--- src/rtl/sio_intr_pkg.sv ---
package sio_intr_pkg;

  typedef enum logic [3:0] {
    ID_MODEM   = 4'h0,
    ID_NONE    = 4'h1,
    ID_TXEMPTY = 4'h2,
    ID_RXDATA  = 4'h4,
    ID_LINE    = 4'h6,
    ID_RXTMO   = 4'hC
  } intr_id_e;

  // Priority slots, index 0 is highest
  localparam int unsigned NSRC      = 5;
  localparam int unsigned P_LINE    = 0;
  localparam int unsigned P_RXDATA  = 1;
  localparam int unsigned P_RXTMO   = 2;
  localparam int unsigned P_TXEMPTY = 3;
  localparam int unsigned P_MODEM   = 4;

  // Sticky flag slots
  localparam int unsigned NSTICKY  = 4;
  localparam int unsigned S_LINE   = 0;
  localparam int unsigned S_RXTMO  = 1;
  localparam int unsigned S_TXE    = 2;
  localparam int unsigned S_MODEM  = 3;

  localparam logic [1:0] FIFO_ON_BITS = 2'b11;

  function automatic intr_id_e code_of_slot(input int unsigned slot);
    case (slot)
      P_LINE:    return ID_LINE;
      P_RXDATA:  return ID_RXDATA;
      P_RXTMO:   return ID_RXTMO;
      P_TXEMPTY: return ID_TXEMPTY;
      P_MODEM:   return ID_MODEM;
      default:   return ID_NONE;
    endcase
  endfunction

endpackage

--- src/rtl/sio_sticky_flag.sv ---
module sio_sticky_flag (
  input  logic clk,
  input  logic rst,
  input  logic set_i,
  input  logic clr_i,
  output logic flag_o
);
  // A new event outranks a clear in the same cycle
  always_ff @(posedge clk) begin
    if (rst)        flag_o <= 1'b0;
    else if (set_i) flag_o <= 1'b1;
    else if (clr_i) flag_o <= 1'b0;
  end
endmodule

--- src/rtl/sio_rx_level_cmp.sv ---
module sio_rx_level_cmp #(
  parameter int unsigned LVL_W = 5
) (
  input  logic [LVL_W-1:0] level_i,
  input  logic [LVL_W-1:0] trig_i,
  output logic             hit_o
);
  assign hit_o = (level_i != '0) && (level_i >= trig_i);
endmodule

--- src/rtl/sio_intr_encode.sv ---
module sio_intr_encode
  import sio_intr_pkg::*;
#(
  parameter int unsigned N = NSRC
) (
  input  logic [N-1:0] req_i,
  output intr_id_e     id_o,
  output logic         any_o
);
  always_comb begin
    id_o = ID_NONE;
    for (int i = N - 1; i >= 0; i--) begin
      if (req_i[i]) id_o = code_of_slot(i);
    end
  end
  assign any_o = |req_i;
endmodule

--- src/rtl/sio_intr_ident.sv ---
module sio_intr_ident
  import sio_intr_pkg::*;
#(
  parameter int unsigned LVL_W = 5,
  parameter int unsigned ERR_W = 4,
  parameter int unsigned MS_W  = 4
) (
  input  logic             clk,
  input  logic             rst,
  input  logic [3:0]       ier_i,
  input  logic [ERR_W-1:0] err_evt_i,
  input  logic [LVL_W-1:0] rx_level_i,
  input  logic [LVL_W-1:0] rx_trig_i,
  input  logic             rx_tmo_i,
  input  logic             tx_empty_i,
  input  logic [MS_W-1:0]  ms_delta_i,
  input  logic             lsr_rd_i,
  input  logic             rbr_rd_i,
  input  logic             iir_rd_i,
  input  logic             thr_wr_i,
  input  logic             msr_rd_i,
  output logic [7:0]       iir_o,
  output logic             irq_o
);
  logic [NSTICKY-1:0] st_set, st_clr, st_flag;
  logic [NSRC-1:0]    req;
  logic               rx_hit;
  intr_id_e           id_nxt;
  logic               any_nxt;

  always_comb begin
    st_set          = '0;
    st_clr          = '0;
    st_set[S_LINE]  = |err_evt_i;
    st_clr[S_LINE]  = lsr_rd_i;
    st_set[S_RXTMO] = rx_tmo_i;
    st_clr[S_RXTMO] = rbr_rd_i;
    st_set[S_TXE]   = tx_empty_i;
    st_clr[S_TXE]   = thr_wr_i || (iir_rd_i && (iir_o[3:0] == ID_TXEMPTY));
    st_set[S_MODEM] = |ms_delta_i;
    st_clr[S_MODEM] = msr_rd_i;
  end

  for (genvar g = 0; g < NSTICKY; g++) begin : g_flag
    sio_sticky_flag u_flag (
      .clk    (clk),
      .rst    (rst),
      .set_i  (st_set[g]),
      .clr_i  (st_clr[g]),
      .flag_o (st_flag[g])
    );
  end

  sio_rx_level_cmp #(.LVL_W(LVL_W)) u_cmp (
    .level_i (rx_level_i),
    .trig_i  (rx_trig_i),
    .hit_o   (rx_hit)
  );

  always_comb begin
    req            = '0;
    req[P_LINE]    = st_flag[S_LINE]  && ier_i[2];
    req[P_RXDATA]  = rx_hit           && ier_i[0];
    req[P_RXTMO]   = st_flag[S_RXTMO] && ier_i[0];
    req[P_TXEMPTY] = st_flag[S_TXE]   && ier_i[1];
    req[P_MODEM]   = st_flag[S_MODEM] && ier_i[3];
  end

  sio_intr_encode #(.N(NSRC)) u_enc (
    .req_i (req),
    .id_o  (id_nxt),
    .any_o (any_nxt)
  );

  always_ff @(posedge clk) begin
    if (rst) begin
      iir_o <= {FIFO_ON_BITS, 2'b00, ID_NONE};
      irq_o <= 1'b0;
    end else begin
      iir_o <= {FIFO_ON_BITS, 2'b00, id_nxt};
      irq_o <= any_nxt;
    end
  end
endmodule

--- config.mk ---
export PLATFORM = sky130hd
export DESIGN_NAME = sio_intr_ident
export DESIGN_NICKNAME = d
export VERILOG_FILES = /design/src/rtl/sio_intr_pkg.sv /design/src/rtl/sio_sticky_flag.sv /design/src/rtl/sio_rx_level_cmp.sv /design/src/rtl/sio_intr_encode.sv /design/src/rtl/sio_intr_ident.sv
export SDC_FILE = /design/constraint.sdc
export NUM_CORES = 1
export LEC_CHECK = 0
export BUFFER_PORTS_ARGS = -buffer_cell sky130_fd_sc_hd__buf_2
export CAP_MARGIN = 0
export CORE_MARGIN = 5
export CORE_UTILIZATION = 34
export CTS_CLUSTER_DIAMETER = 30
export CTS_CLUSTER_SIZE = 30
export DETAILED_ROUTE_END_ITERATION = 8
export PLACE_DENSITY_LB_ADDON = 0.3
export SYNTH_ARGS = -nofsm -noshare
export SYNTH_HDL_FRONTEND = slang
export SYNTH_SLANG_ARGS = --single-unit
--- constraint.sdc ---
create_clock -name clk -period 1.07 [get_ports clk]
set_input_delay 0.107 -clock clk [delete_from_list [all_inputs] [get_ports clk]]
set_output_delay 0.107 -clock clk [all_outputs]
set_load 0.05 [all_outputs]
==> key figures <==
Status
  – Status: finished clean

STA
  – Final setup violation count: 0
  – Max-slew violations: 0
  – Final Critical Period: 1040 ps
  – Fmax: around 0.96 GHz
  – Final hold viol count: 0
  – Final hold slack: 61.5 ps
  – RSZ-0062 raised after global routing: yes
  – Final worst-path cycle share: 0.970
  – Clk_skew: 6.58 ps

Critical path
  – CP arrival: 1200 ps
  – Startpoint types: primary input
  – Max stage delay on crit path: approximately 530 ps
  – Worst setup EP type: flip-flop
  – Critical-path cell list: buf_6, or4_4, o21ai_4, inv_2, a311oi_2
  – Crit Path Max Fanout: 3
  – CP max-delay cell: or4_4
  – Setup CP Type: in -> reg
  – CP required: 1240 ps
  – R2R setup slack: 80 ps

Detailed routing
  – Via Count: between 500 and 600
  – DRT Pass-1 Iters: 4
  – DRT Wirelength: 1270 um
  – Via/cell ratio: around 4.8
  – Final ANT Viol Nets: 0
  – # DRC: 0
  – Wire per inst: 10.9 um
  – Initial DRC count: 6

Clock tree
  – CTS tree: done
  – H-Tree Depth: 1
  – Clock slew seen by the registers of the worst setup and hold paths: 60 ps
  – Skew-Pair Late Insertion Delay: about 250 ps
  – Clock Path Buffers: 2
  – CTS Buf Count: 3
  – Num Clock Sinks: 9
  – Root buffer cell: clkbuf_4

Layout
  – Most frequent cells in the layout: 33 x buf_2, 7 x inv_1, 6 x dfxtp_1
  – Share of layout cells above drive strength 1: 0.545
  – FF+latch area: 184 um2
  – Final core utilization: 0.550
  – Inserted Diodes: 0
  – # fillers: between 150 and 200
  – Multi-input gate area: 365 um2
  – Post-route cell area: 828 um2
  – Layout area overhead: 54.7%
  – Most common cell after layout, fill and taps aside: buf_2
  – Layout Nets: about 140

Place
  – Dpl cell area: about 730 um2
  – Routability cong.: roughly 0.74
  – Post-DP HPWL: 1090 um
  – Port Buf Inserts: 35

Pwr
  – Leak Pwr: around 0.42 nW
  – Total Power: 0.000939 W
  – PD cells: 1130 mW/mm2
  – VDD IR max: between 0.0004 and 0.0005 V

Synthesis
  – Cells after Synth: 63
  – Seq cells post-synth: 9
  – Yosys cell types: 26
  – Sequential-to-total area share from yosys stat: 0.336
  – Yosys Warn Count: 0
  – Syn avg cell area: 8.50 um2
  – Synthesized area: 536 um2

Floorplan
  – # rows: 14
  – Core outline area: 0.00151 mm2
  – DIE AREA: about 0.0025 mm2
  – Initial Utilization: 0.355
  – I/O pin count: 40
  – Die Wd: 49.7 um
  – Die span in y: 49.7 um

GRT
  – Initial antenna violation count: 0
  – Total grt overflow: 0
  – GR Util All Layers: 0.110
  – Vias in the first global route: around 540
  – Global-route wire length before repair: 2090 um
  – Pin count of the biggest net entering global routing: 10

Hold path
  – Worst Hold Class: in -> reg

Job
  – Max Cap Viol: 0
-- sequential cells by signal, indices dropped and copies added (netlist names) --
signal                flops
g_flag.u_flag.flag_o      4
irq_o                     1
iir_o                     4
-- path summary, 6_finish.rpt --
kind                                 from                      end  depth (start not counted)
setup / recovery            rx_level_i[4]                 iir_o[1]                          5
hold / removal                   rx_tmo_i  g_flag[1].u_flag.flag_o                          3
setup reg to reg                 iir_o[0]  g_flag[2].u_flag.flag_o                          4
hold reg to reg   g_flag[3].u_flag.flag_o  g_flag[3].u_flag.flag_o                          2
-- through the flow --
| step | cells | setup TNS (ps) | worst slack (ps) |
|---|---|---|---|
| after floorplan | 65 | -346 | -83.6 |
| after global placement | 112 | -1100 | -233 |
| after detailed placement | 112 | -1210 | -264 |
| after CTS | 116 | 0 | 7.60 |
| after global routing | 117 | -44.9 | -25.4 |
| final | 117 | 0 | 32.6 |
-- synth_stat cells --
| cell type | count | area (um2) |
|---|---|---|
| a22oi_1 | 1 | 7.51 |
| o21ai_1 | 1 | 5.00 |
| a311oi_2 | 1 | 15.0 |
| nand2_1 | 4 | 15.0 |
| a31oi_1 | 2 | 12.5 |
| ha_1 | 5 | 62.6 |
| nand2b_1 | 3 | 18.8 |
| nor2_1 | 3 | 11.3 |
| clkbuf_1 | 1 | 3.75 |
| nor4b_1 | 1 | 8.76 |
| a32oi_1 | 1 | 8.76 |
| nand3_1 | 2 | 10.0 |
| o21ai_0 | 1 | 5.00 |
| nor4_1 | 2 | 12.5 |
| a21oi_1 | 5 | 25.0 |
| o21ai_4 | 1 | 16.3 |
| a211oi_1 | 1 | 7.51 |
| buf_4 | 4 | 30.0 |
| a21o_1 | 2 | 15.0 |
| o21a_1 | 1 | 7.51 |
| inv_2 | 1 | 3.75 |
| or4_4 | 1 | 11.3 |
| conb_1 | 2 | 7.51 |
| dfxtp_1 | 9 | 180 |
| a41oi_1 | 1 | 8.76 |
| inv_1 | 7 | 26.3 |
-- timing repair --
item,CTS,global route
pin swaps,3,6
resized for setup,1,9
hold buffers,0,0
buffers inserted,0,1
endpoints found under the setup margin,1,6
-- cells by family after synthesis --
kind of cell | Yosys count | share of synthesized area
AO/OA/AOI/OAI | 18 | 0.250
adder cells (fa/ha/maj) | 5 | 0.117
buffers and inverters | 13 | 0.119
flip-flops | 9 | 0.336
other | 2 | 0.0140
AND/OR/NAND/NOR | 16 | 0.164
-- final cells by class --
type / instances / area share
well taps: 16 / 0.0242
inverters: 8 / 0.0363
flip-flops and latches: 9 / 0.222
clock buffers: 4 / 0.0317
repair buffers: 37 / 0.245
multi-input cells: 43 / 0.441
-- power by group --
group / switching [W] / total, W / internal (W)
Sequential: 0.0000145 / 0.000377 / 0.000362
Clock: 0.000107 / 0.000250 / 0.000143
Combinational: 0.000188 / 0.000312 / 0.000123
-- routing by layer --
metal	track usage	routed length [um]
met4	0.0786	14
met2	0.165	608
met3	0.0602	188
met1	0.113	460
met5	0	0
-- worst max-delay path: cells and delay by family --
family / cells / cell delay [ps]
buffers and inverters: 2 / 160
AO/OA/AOI/OAI: 2 / 400
AND/OR/NAND/NOR: 1 / 530
Note: power is estimated with default switching activity, not from simulation.
